`config.mk`:
```
export PLATFORM = sky130hd
export DESIGN_NAME = sha2x_core
export DESIGN_NICKNAME = d
export VERILOG_FILES = /design/src/rtl/sha2x_pkg.sv /design/src/rtl/sha2x_add3.sv /design/src/rtl/sha2x_precomp.sv /design/src/rtl/sha2x_round_pair.sv /design/src/rtl/sha2x_core.sv
export SDC_FILE = /design/constraint.sdc
export NUM_CORES = 2
export LEC_CHECK = 0
export BUFFER_PORTS_ARGS = -buffer_cell sky130_fd_sc_hd__buf_2
export CORE_ASPECT_RATIO = 2
export CORE_MARGIN = 5
export CORE_UTILIZATION = 52
export CTS_BUF_LIST = sky130_fd_sc_hd__clkbuf_16
export DETAILED_ROUTE_END_ITERATION = 8
export GPL_TIMING_DRIVEN = 0
export PLACE_DENSITY = 0.82
export SYNTH_ARGS = -nofsm -noshare
export SYNTH_HDL_FRONTEND = slang
export SYNTH_HIERARCHICAL = 1
export SYNTH_SLANG_ARGS = --single-unit
```
`constraint.sdc`:
```
create_clock -name clk -period 11.6 [get_ports clk]
set_input_delay 1.74 -clock clk [delete_from_list [all_inputs] [get_ports clk]]
set_output_delay 1.74 -clock clk [all_outputs]
set_load 0.02 [all_outputs]
```
`src/rtl/sha2x_pkg.sv`:
```
`timescale 1ns/1ps
package sha2x_pkg;
   localparam int unsigned WORD_W = 32;
   localparam int unsigned NVARS  = 8;

   typedef logic [WORD_W-1:0] word_t;

   typedef struct packed {
      word_t a;
      word_t b;
      word_t c;
      word_t d;
      word_t e;
      word_t f;
      word_t g;
      word_t h;
   } work_t;

   typedef enum logic [1:0] {ST_IDLE, ST_RUN, ST_FIN} phase_t;

   function automatic word_t rotr(input word_t x, input int unsigned n);
      return (x >> n) | (x << (WORD_W - n));
   endfunction

   function automatic word_t big_s0(input word_t x);
      return rotr(x, 2) ^ rotr(x, 13) ^ rotr(x, 22);
   endfunction

   function automatic word_t big_s1(input word_t x);
      return rotr(x, 6) ^ rotr(x, 11) ^ rotr(x, 25);
   endfunction

   function automatic word_t choose_f(input word_t x, input word_t y, input word_t z);
      return (x & y) ^ (~x & z);
   endfunction

   function automatic word_t major_f(input word_t x, input word_t y, input word_t z);
      return (x & y) ^ (x & z) ^ (y & z);
   endfunction
endpackage

```
`src/rtl/sha2x_add3.sv`:
```
`timescale 1ns/1ps
module sha2x_add3 #(
   parameter int unsigned W       = 32,
   parameter bit          USE_CSA = 1'b1
) (
   input  logic [W-1:0] x_i,
   input  logic [W-1:0] y_i,
   input  logic [W-1:0] z_i,
   output logic [W-1:0] s_o
);
   if (W < 2) begin : g_bad_w
      $error("sha2x_add3: W must be at least 2");
   end

   if (USE_CSA) begin : g_csa
      logic [W-1:0] part_sum;
      logic [W-1:0] part_cry;
      assign part_sum = x_i ^ y_i ^ z_i;
      assign part_cry = (x_i & y_i) | (x_i & z_i) | (y_i & z_i);
      assign s_o      = part_sum + {part_cry[W-2:0], 1'b0};
   end else begin : g_plain
      assign s_o = x_i + y_i + z_i;
   end
endmodule

```
`src/rtl/sha2x_precomp.sv`:
```
`timescale 1ns/1ps
module sha2x_precomp import sha2x_pkg::*; #(
   parameter bit USE_CSA = 1'b1
) (
   input  word_t h_src_i,
   input  word_t g_src_i,
   input  word_t d_src_i,
   input  word_t c_src_i,
   input  word_t wk_lo_i,
   input  word_t wk_hi_i,
   output word_t pre_h0_o,
   output word_t pre_dh0_o,
   output word_t pre_h1_o,
   output word_t pre_cg1_o
);
   assign pre_h0_o = h_src_i + wk_lo_i;
   assign pre_h1_o = g_src_i + wk_hi_i;

   sha2x_add3 #(.W(WORD_W), .USE_CSA(USE_CSA)) u_dh0 (
      .x_i(d_src_i), .y_i(h_src_i), .z_i(wk_lo_i), .s_o(pre_dh0_o));

   sha2x_add3 #(.W(WORD_W), .USE_CSA(USE_CSA)) u_cg1 (
      .x_i(c_src_i), .y_i(g_src_i), .z_i(wk_hi_i), .s_o(pre_cg1_o));
endmodule

```
`src/rtl/sha2x_round_pair.sv`:
```
`timescale 1ns/1ps
module sha2x_round_pair import sha2x_pkg::*; #(
   parameter bit USE_CSA = 1'b1
) (
   input  word_t a_i,
   input  word_t b_i,
   input  word_t c_i,
   input  word_t e_i,
   input  word_t f_i,
   input  word_t g_i,
   input  word_t pre_h0_i,
   input  word_t pre_dh0_i,
   input  word_t pre_h1_i,
   input  word_t pre_cg1_i,
   output word_t a1_o,
   output word_t e1_o,
   output word_t a2_o,
   output word_t e2_o
);
   word_t s1_0, ch_0, s0_0, mj_0, t1_0;
   word_t s1_1, ch_1, s0_1, mj_1, t1_1;

   // even round
   assign s1_0 = big_s1(e_i);
   assign ch_0 = choose_f(e_i, f_i, g_i);
   assign s0_0 = big_s0(a_i);
   assign mj_0 = major_f(a_i, b_i, c_i);

   sha2x_add3 #(.W(WORD_W), .USE_CSA(USE_CSA)) u_t1_0 (
      .x_i(pre_h0_i), .y_i(s1_0), .z_i(ch_0), .s_o(t1_0));
   sha2x_add3 #(.W(WORD_W), .USE_CSA(USE_CSA)) u_e_0 (
      .x_i(pre_dh0_i), .y_i(s1_0), .z_i(ch_0), .s_o(e1_o));
   sha2x_add3 #(.W(WORD_W), .USE_CSA(USE_CSA)) u_a_0 (
      .x_i(t1_0), .y_i(s0_0), .z_i(mj_0), .s_o(a1_o));

   // odd round: previous h is old g, previous d is old c
   assign s1_1 = big_s1(e1_o);
   assign ch_1 = choose_f(e1_o, e_i, f_i);
   assign s0_1 = big_s0(a1_o);
   assign mj_1 = major_f(a1_o, a_i, b_i);

   sha2x_add3 #(.W(WORD_W), .USE_CSA(USE_CSA)) u_t1_1 (
      .x_i(pre_h1_i), .y_i(s1_1), .z_i(ch_1), .s_o(t1_1));
   sha2x_add3 #(.W(WORD_W), .USE_CSA(USE_CSA)) u_e_1 (
      .x_i(pre_cg1_i), .y_i(s1_1), .z_i(ch_1), .s_o(e2_o));
   sha2x_add3 #(.W(WORD_W), .USE_CSA(USE_CSA)) u_a_1 (
      .x_i(t1_1), .y_i(s0_1), .z_i(mj_1), .s_o(a2_o));
endmodule

```
`src/rtl/sha2x_core.sv`:
```
`timescale 1ns/1ps
module sha2x_core import sha2x_pkg::*; #(
   parameter int unsigned ROUNDS  = 64,
   parameter bit          USE_CSA = 1'b1
) (
   input  logic                     clk,
   input  logic                     rst_n,
   input  logic                     start,
   input  logic [NVARS*WORD_W-1:0]  chain_in,
   input  logic [WORD_W-1:0]        wk_lo,
   input  logic [WORD_W-1:0]        wk_hi,
   output logic                     wk_take,
   output logic                     busy,
   output logic                     done,
   output logic [NVARS*WORD_W-1:0]  digest
);
   localparam int unsigned PAIRS = ROUNDS / 2;
   localparam int unsigned CNT_W = $clog2(PAIRS);
   localparam int unsigned MON_W = CNT_W + 2;
   localparam logic [CNT_W-1:0] LAST = CNT_W'(PAIRS - 1);

   if (ROUNDS < 4 || (ROUNDS % 2) != 0) begin : g_bad_rounds
      $error("sha2x_core: ROUNDS must be even and at least 4");
   end

   phase_t                    phase_q;
   logic [CNT_W-1:0]          cnt_q;
   work_t                     work_q;
   work_t                     load_w;
   logic [NVARS*WORD_W-1:0]   chain_q;
   logic [NVARS*WORD_W-1:0]   digest_q;
   logic [NVARS*WORD_W-1:0]   ff_sum;
   logic                      done_q;
   logic                      accept;
   word_t pre_h0_q, pre_dh0_q, pre_h1_q, pre_cg1_q;
   word_t pre_h0_n, pre_dh0_n, pre_h1_n, pre_cg1_n;
   word_t src_h, src_g, src_d, src_c;
   word_t rp_a1, rp_e1, rp_a2, rp_e2;

   assign load_w  = work_t'(chain_in);
   assign accept  = (phase_q == ST_IDLE) && start;
   assign wk_take = accept || ((phase_q == ST_RUN) && (cnt_q != LAST));
   assign busy    = (phase_q != ST_IDLE);
   assign done    = done_q;
   assign digest  = digest_q;

   // words that become h, g, d, c of the next round pair
   always_comb begin
      if (phase_q == ST_IDLE) begin
         src_h = load_w.h;
         src_g = load_w.g;
         src_d = load_w.d;
         src_c = load_w.c;
      end else begin
         src_h = work_q.f;
         src_g = work_q.e;
         src_d = work_q.b;
         src_c = work_q.a;
      end
   end

   sha2x_precomp #(.USE_CSA(USE_CSA)) u_pre (
      .h_src_i(src_h), .g_src_i(src_g), .d_src_i(src_d), .c_src_i(src_c),
      .wk_lo_i(wk_lo), .wk_hi_i(wk_hi),
      .pre_h0_o(pre_h0_n), .pre_dh0_o(pre_dh0_n),
      .pre_h1_o(pre_h1_n), .pre_cg1_o(pre_cg1_n));

   sha2x_round_pair #(.USE_CSA(USE_CSA)) u_pair (
      .a_i(work_q.a), .b_i(work_q.b), .c_i(work_q.c),
      .e_i(work_q.e), .f_i(work_q.f), .g_i(work_q.g),
      .pre_h0_i(pre_h0_q), .pre_dh0_i(pre_dh0_q),
      .pre_h1_i(pre_h1_q), .pre_cg1_i(pre_cg1_q),
      .a1_o(rp_a1), .e1_o(rp_e1), .a2_o(rp_a2), .e2_o(rp_e2));

   for (genvar i = 0; i < NVARS; i++) begin : g_ffwd
      assign ff_sum[WORD_W*i +: WORD_W] =
         chain_q[WORD_W*i +: WORD_W] + work_q[WORD_W*i +: WORD_W];
   end

   always_ff @(posedge clk or negedge rst_n) begin
      if (!rst_n) begin
         phase_q   <= ST_IDLE;
         cnt_q     <= '0;
         work_q    <= '0;
         chain_q   <= '0;
         digest_q  <= '0;
         done_q    <= 1'b0;
         pre_h0_q  <= '0;
         pre_dh0_q <= '0;
         pre_h1_q  <= '0;
         pre_cg1_q <= '0;
      end else begin
         done_q <= 1'b0;
         case (phase_q)
            ST_IDLE: if (start) begin
               work_q    <= load_w;
               chain_q   <= chain_in;
               cnt_q     <= '0;
               pre_h0_q  <= pre_h0_n;
               pre_dh0_q <= pre_dh0_n;
               pre_h1_q  <= pre_h1_n;
               pre_cg1_q <= pre_cg1_n;
               phase_q   <= ST_RUN;
            end
            ST_RUN: begin
               work_q    <= '{a: rp_a2, b: rp_a1, c: work_q.a, d: work_q.b,
                              e: rp_e2, f: rp_e1, g: work_q.e, h: work_q.f};
               pre_h0_q  <= pre_h0_n;
               pre_dh0_q <= pre_dh0_n;
               pre_h1_q  <= pre_h1_n;
               pre_cg1_q <= pre_cg1_n;
               cnt_q     <= cnt_q + 1'b1;
               if (cnt_q == LAST) phase_q <= ST_FIN;
            end
            ST_FIN: begin
               digest_q <= ff_sum;
               done_q   <= 1'b1;
               phase_q  <= ST_IDLE;
            end
            default: phase_q <= ST_IDLE;
         endcase
      end
   end

   // monitors for the run-length and pair-count assertions
   logic [MON_W-1:0] mon_len_q;
   logic [MON_W-1:0] mon_take_q;
   always_ff @(posedge clk or negedge rst_n) begin
      if (!rst_n) begin
         mon_len_q  <= '0;
         mon_take_q <= '0;
      end else begin
         if (accept)                mon_len_q <= '0;
         else if (phase_q != ST_IDLE) mon_len_q <= mon_len_q + 1'b1;
         if (accept)                mon_take_q <= MON_W'(1);
         else if (wk_take)          mon_take_q <= mon_take_q + 1'b1;
      end
   end

   AST_RUN_LENGTH: assert property (@(posedge clk) disable iff (!rst_n)
      done |-> (mon_len_q == MON_W'(PAIRS + 1)));
   AST_PAIR_COUNT: assert property (@(posedge clk) disable iff (!rst_n)
      done |-> (mon_take_q == MON_W'(PAIRS)));
   AST_DONE_PULSE: assert property (@(posedge clk) disable iff (!rst_n)
      done |=> !done);
   AST_DIGEST_HOLD: assert property (@(posedge clk) disable iff (!rst_n)
      !$stable(digest) |-> done);
   AST_CHAIN_HOLD: assert property (@(posedge clk) disable iff (!rst_n)
      busy |=> $stable(chain_q));
   AST_BUSY_DURING_RUN: assert property (@(posedge clk) disable iff (!rst_n)
      (busy && !(phase_q == ST_FIN)) |=> busy);
endmodule

```
## Yosys cells after proc, flatten, opt, wreduce, memory -nomap -nowiden

Index checks and enable logic that the tools add are counted.

| cells by class | value |
|---|---|
| bitwise logic cells | 91 |
| reductions and logical operators | 9 |
| equality and inequality tests | 6 |
| mux-type cells | 20 |
| add/subtract/negate cells | 19 |

Operators with widths:

| cell | count |
|---|---|
| XOR 32 bit | 30 |
| AND 31 bit | 22 |
| adder 32 bit | 18 |
| case mux 256 bit (2 select lines) | 1 |
| bitwise OR 31 bit | 16 |
| AND 32 bit | 9 |
| two-way mux 256 bit | 1 |
| two-way mux 32 bit | 8 |
| case mux 32 bit (2 select lines) | 4 |
| NOT 32 bit | 2 |
| bitwise OR 10 x 32 -> 32 bit | 2 |
| bitwise OR 19 x 32 -> 32 bit | 2 |
| bitwise OR 21 x 32 -> 32 bit | 2 |
| bitwise OR 26 x 32 -> 32 bit | 2 |
| bitwise OR 30 x 32 -> 32 bit | 2 |
| bitwise OR 7 x 32 -> 32 bit | 2 |
| case mux 5 bit (2 select lines) | 1 |
| AND reduction 2 bit | 3 |
| adder 5 x 1 -> 5 bit (second input constant) | 1 |
| equality test 5 bit (second input constant) | 1 |
| two-way mux 5 bit | 1 |
| inequality test 5 bit (second input constant) | 1 |
| two-way mux 2 bit | 2 |
| case mux 2 bit (2 select lines) | 1 |
| 9 further kinds | 11 |

| word-level totals | value |
|---|---|
| input port bits | 323 |
| register bits after elaboration | 904 |

## Logic depth before layout (Yosys ltp)

| logic depth | value |
|---|---|
| depth after elaboration | 19 |
| mapped depth | 39 |
| gate-level depth less buffers | 37 |

## Hierarchy

The synthesis kept the hierarchy.

Modules (own cells, without submodules):

| module | cells each | area an instance (um^2) | times used | seq. area each (um^2) |
|---|---|---|---|---|
| sha2x_core | 5177 | 47684.5 | 1 | 22621.7 |
| sha2x_add3 at u_pair.u_a_0 ... | 256 | 2259.7 | 6 | 0.0 |
| sha2x_add3 at u_pre.u_cg1 ... | 267 | 2290.9 | 2 | 0.0 |
| sha2x_round_pair | 278 | 4518.1 | 1 | 0.0 |
| sha2x_precomp | 483 | 3483.3 | 1 | 0.0 |

## Least setup slack after synthesis

No wires, ideal clock.

| timing path | value |
|---|---|
| path type | reg-to-reg |
| start | register work_q[123] in the netlist's numbering |
| end | register work_q[252] in the netlist's numbering |
| arrival | 8.329 ns |
| path slack | 3.130 ns |
| stages on the path, launching flop included | 32 |
| required time | 11.459 ns |
| path through | dfrtp_1 -> xor3_1 -> fa_1 -> ha_1 -> a211oi_2 -> o21a_1 -> nor3_1 -> o32a_1 -> a41oi_1 -> o21ai_1 -> xnor2_1 -> xor3_1 -> fa_1 -> ha_1 -> fa_1 -> a21oi_1 -> nand4b_1 -> a211oi_1 -> nor3b_1 -> o21ai_0 -> xor2_1 -> fa_1 -> ha_1 -> a21oi_1 -> o21ai_0 -> a211o_1 -> o32a_2 -> a221oi_2 -> o21ai_2 -> xor2_1 -> nor2_1 -> a31oi_1 |

RTL lines:

| item | line | RTL |
|---|---|---|
| start, declared | sha2x_core.sv:28 | `work_t work_q;` |
| start signal, assigned | sha2x_core.sv:96 | `work_q <= load_w;` |
| start signal, assigned | sha2x_core.sv:106 | `work_q <= '{a: rp_a2, b: rp_a1, c: work_q.a, d: work_q.b,` |
| bitwise OR 7 x 32 -> 32 bit (*) | sha2x_pkg.sv:22 | `return (x >> n) \| (x << (WORD_W - n));` |
| XOR 32 bit (*) | sha2x_pkg.sv:30 | `return rotr(x, 6) ^ rotr(x, 11) ^ rotr(x, 25);` |
| via u_pair.s1_0[2] | sha2x_round_pair.sv:20 | `word_t s1_0, ch_0, s0_0, mj_0, t1_0;` |
| AND 31 bit | sha2x_add3.sv:19 | `assign part_cry = (x_i & y_i) \| (x_i & z_i) \| (y_i & z_i);` |
| bitwise OR 31 bit (2 in series) | sha2x_add3.sv:19 |  |
| adder 32 bit (*) | sha2x_add3.sv:20 | `assign s_o = part_sum + {part_cry[W-2:0], 1'b0};` |
| via rp_e1[26] | sha2x_core.sv:38 | `word_t rp_a1, rp_e1, rp_a2, rp_e2;` |
| bitwise OR 7 x 32 -> 32 bit (*) | sha2x_pkg.sv:22 |  |
| [... 1 more ...] | -- |  |
| via u_pair.s1_1[1] | sha2x_round_pair.sv:21 | `word_t s1_1, ch_1, s0_1, mj_1, t1_1;` |
| [... 1 more ...] | -- |  |
| bitwise OR 31 bit (2 in series) | sha2x_add3.sv:19 |  |
| adder 32 bit (*) | sha2x_add3.sv:20 |  |
| via u_pair.t1_1[15] | sha2x_round_pair.sv:21 |  |
| AND 31 bit | sha2x_add3.sv:19 |  |
| bitwise OR 31 bit (2 in series) | sha2x_add3.sv:19 |  |
| adder 32 bit (*) | sha2x_add3.sv:20 |  |
| via rp_a2[28] | sha2x_core.sv:38 |  |
| case mux 256 bit (2 select lines) (*) | sha2x_core.sv:94 | `case (phase_q)` |

The timed path passes the listed nets; every way through them passes the cells marked *.
A chain may end at the register's enable or synchronous reset.

## Worst setup path in the final report

| timing path | value |
|---|---|
| start | register work_q[97] in the netlist's numbering |
| end | register work_q[255] in the netlist's numbering |

| between the ends | value |
|---|---|
| cells in the longest elaborated chain, start to end | 19 |

RTL lines:

| item | line | RTL |
|---|---|---|
| NOT 32 bit | sha2x_pkg.sv:34 | `return (x & y) ^ (~x & z);` |
| AND 32 bit | sha2x_pkg.sv:34 |  |
| XOR 32 bit (*) | sha2x_pkg.sv:34 |  |
| via u_pair.ch_0[1] | sha2x_round_pair.sv:20 |  |
| AND 31 bit | sha2x_add3.sv:19 |  |
| bitwise OR 31 bit (2 in series) | sha2x_add3.sv:19 |  |
| adder 32 bit (*) | sha2x_add3.sv:20 |  |
| via u_pair.t1_0[15] | sha2x_round_pair.sv:20 |  |
| [... 4 more ...] | -- |  |
| via rp_a1[24] | sha2x_core.sv:38 |  |
| bitwise OR 19 x 32 -> 32 bit (*) | sha2x_pkg.sv:22 |  |
| XOR 32 bit (*) (2 in series) | sha2x_pkg.sv:26 | `return rotr(x, 2) ^ rotr(x, 13) ^ rotr(x, 22);` |
| via u_pair.s0_1[11] | sha2x_round_pair.sv:21 |  |
| AND 31 bit | sha2x_add3.sv:19 |  |
| bitwise OR 31 bit (2 in series) | sha2x_add3.sv:19 |  |
| adder 32 bit (*) | sha2x_add3.sv:20 |  |
| via rp_a2[31] | sha2x_core.sv:38 |  |
| case mux 256 bit (2 select lines) (*) | sha2x_core.sv:94 |  |

Marked as above.

==> results.py <==
metrics = {
    "layout": {
        "nFillCells": 12400,
        "layout-area-overhead-vs-synth_pct": 12.0,
        "final_area_um2": 82700,
        "drive_above_1_share_pct": 14.7,
        "fin_util_pct": 58.5,
        "layout.nets": 9838,
    },
    "critical_path": {
        "critPathKind": "flip-flop to flip-flop",
        "cp_num_buf_inv": 1,
        "critPathSlowestCell": "xnor2_1",
        "start_kind": "flip-flop",
        "worstPathMaxFanout": 7,
        "required_ns": 12.18,
        "crit_path_max_incr_delay_ns": 1.06,
        "crit_path_frequent_cell": "fa_1",
        "crit_arrival_ns": 12.06,
        "cp-end-kind": "flip-flop",
        "crit_family": "compound AO/OA/AOI/OAI gates",
    },
    "cts": {
        "cts_sinks": 904,
        "hold_buffers": 0,
        "cts_buffer_depth": 3,
        "h-tree-depth": 3,
        "post_cts.repair.setup_buffers": 0,
        "insertion_delay_ns": 0.73,
        "clkTransAtPathRegs_ns": 0.07,
        "cts_tree": "yes",
        "cts_buffers": 87,
        "cts_resized": 0,
        "cts-root-buf": "clkbuf_16",
    },
    "hold_path": {
        "min_path_type": "flip-flop to flip-flop",
    },
    "floorplan": {
        "ioPinCount": 582,
        "placementRows": 195,
        "die_x_um": 276,
        "design.core.area_um2": 141000,
        "dieArea_um2": 150000,
        "start_util_pct": 52.3,
        "die_y_um": 543,
    },
    "synth": {
        "ys_ff_latch": 904,
        "synth_edf_count": 0,
        "netlist_area_um2": 73800,
        "syn_nets": 9149,
        "yosysSeqAreaShare_pct": 30.6,
        "synthCells": 8008,
        "synthArstFlopShare_pct": 100,
        "synthTopCellsByArea": "dfrtp_1 (31%), ha_1 (9.4%), nand2_1 (8.1%), fa_1 (7.2%), mux2_2 (4.9%)",
        "synth_common_cells": "nand2_1 (1596), dfrtp_1 (904), ha_1 (552)",
        "synth.avg_cell_area_um2": 9.22,
        "synth.most_common_cell": "nand2_1",
        "yosysWarnings": 6,
        "ys.flop_type": "dfrtp_1",
        "yosysTopAreaCell": "dfrtp_1",
        "synth.top_cell.area_share_pct": 30.6,
        "yosysUniqueCellTypes": 106,
    },
    "place": {
        "dp_hpwl_mm": 282,
        "post_dp_cell_area_um2": 79600,
        "placement.setup.worst_slack_ns": 0.100,
        "io_buffers": 581,
        "gp_congestion": 1.13,
    },
    "drt": {
        "first_iter_violations": 7366,
        "drc_errors": 2,
        "firstDrtPassIters": 9,
        "vias": 69800,
        "drtAntennaViolNets": 0,
        "wirelength_mm": 346,
        "viasPerCell": 6.53,
        "drt-wirelength-per-cell_um": 32.4,
    },
    "grt": {
        "antenna_found_initial": 53,
        "grt.total_usage_pct": 44.6,
        "grt_use_met3_pct": 12.2,
        "grt_pass1_vias": 69200,
        "grt_busiest_layer": "met2",
        "grt_pass1_wl_mm": 484,
        "grt_max_degree": 125,
        "grt_util_met1_pct": 43.8,
        "grt_overflow_total": 0,
        "grt_util_met2_pct": 71.4,
    },
    "sta": {
        "worst_pin_slew_ns": 1.65,
        "period_minus_slack_ns": 11.48,
        "finalHoldViolations": 0,
        "setup_slack_ns": 0.120,
        "clock_skew_ns": 0.0399,
        "grt_setup_unrepaired": "false",
        "slew_headroom_pct": -9.81,
        "min_period_over_period_pct": 99.0,
        "setup_viol": 0,
        "final-max-slew-violation-count": 34,
        "fmax_mhz": 87.1,
    },
    "job": {
        "maxCapViolCount": 4,
    },
    "run_status": {
        "status": "finished with violations",
        "violations": "design-rule violations, max-capacitance violations, max-slew violations",
    },
}
-- tightest hold or removal path, stage by stage (launching register included) --
cell     delay, ns
dfrtp_1       0.34
nand2_1       0.05
nand2_1       0.05
-- final cells by class --
class,instances,area (um2),area share (%)
clock inverters,73,658,0.796
inverters,180,676,0.817
flip-flops and latches,904,22600,27.4
repair buffers,600,3370,4.08
well taps,1871,2340,2.83
plain buffers,334,1470,1.78
clock buffers,89,2230,2.69
multi-input cells,6590,49200,59.5
diodes,47,118,0.142
-- cells by family after synthesis --
logic type               count (synthesis)  share of synthesized area [%]
AND/OR/NAND/NOR                       2611                           14.9
AO/OA/AOI/OAI                         2120                           18.8
flip-flops                             904                           30.6
adder cells (fa/ha/maj)                882                           17.4
XOR/XNOR                               650                           10.3
buffers and inverters                  514                           2.87
multiplexers                           327                           4.98
-- path summary, 6_finish.rpt --
check / from / to / slack (ns) / depth (start not counted)
setup reg to reg: work_q[97] / work_q[255] / 0.12 / 30
setup / recovery: work_q[97] / work_q[255] / 0.12 / 30
hold / removal: digest[242] / digest[242] / 0.47 / 2
max in group asynchronous: rst_n / work_q[136] / 8.17 / 5
hold reg to reg: digest[242] / digest[242] / 0.47 / 2
min in group asynchronous: rst_n / chain_q[114] / 0.93 / 1
-- layer usage --
metal  vias to the layer above  share of wire, %
met4                        20                15
met5                         -             0.040
li1                      29800                 -
met3                      1698               9.4
met1                     33600                31
met2                      4596                45
-- placed cells by master (no fill, tap or decap), types with 251 or more instances in the layout --
master / count
mux2_2: 321
a21o_1: 277
ha_1: 552
a31oi_1: 330
a21oi_1: 481
fa_1: 266
o21ai_0: 446
dfrtp_1: 903
nor2_1: 518
nand2_1: 1596
clkbuf_1: 251
xnor2_1: 309
buf_2: 605
-- registers in the layout, indices dropped and copies added, names as in the netlist, 2 cells and up --
| register | flops |
|---|---|
| pre_h1_q | 32 |
| cnt_q | 5 |
| pre_dh0_q | 32 |
| work_q | 256 |
| pre_h0_q | 32 |
| pre_cg1_q | 32 |
| chain_q | 256 |
| phase_q | 2 |
| digest | 256 |
-- stage by stage --
step                      hold WS, ns  std cells  setup TNS [ns]
after global routing            0.489      10700               0
after floorplan                 0.449       8008               0
after detailed placement        0.459      10500               0
after CTS                       0.474      10600               0
final                           0.474      10700               0
after global placement          0.455      10500        -9214.96
Power is left out: the tool's default activity adds up to more than one toggle a clock period on the data nets, which glitch-free logic cannot reach.
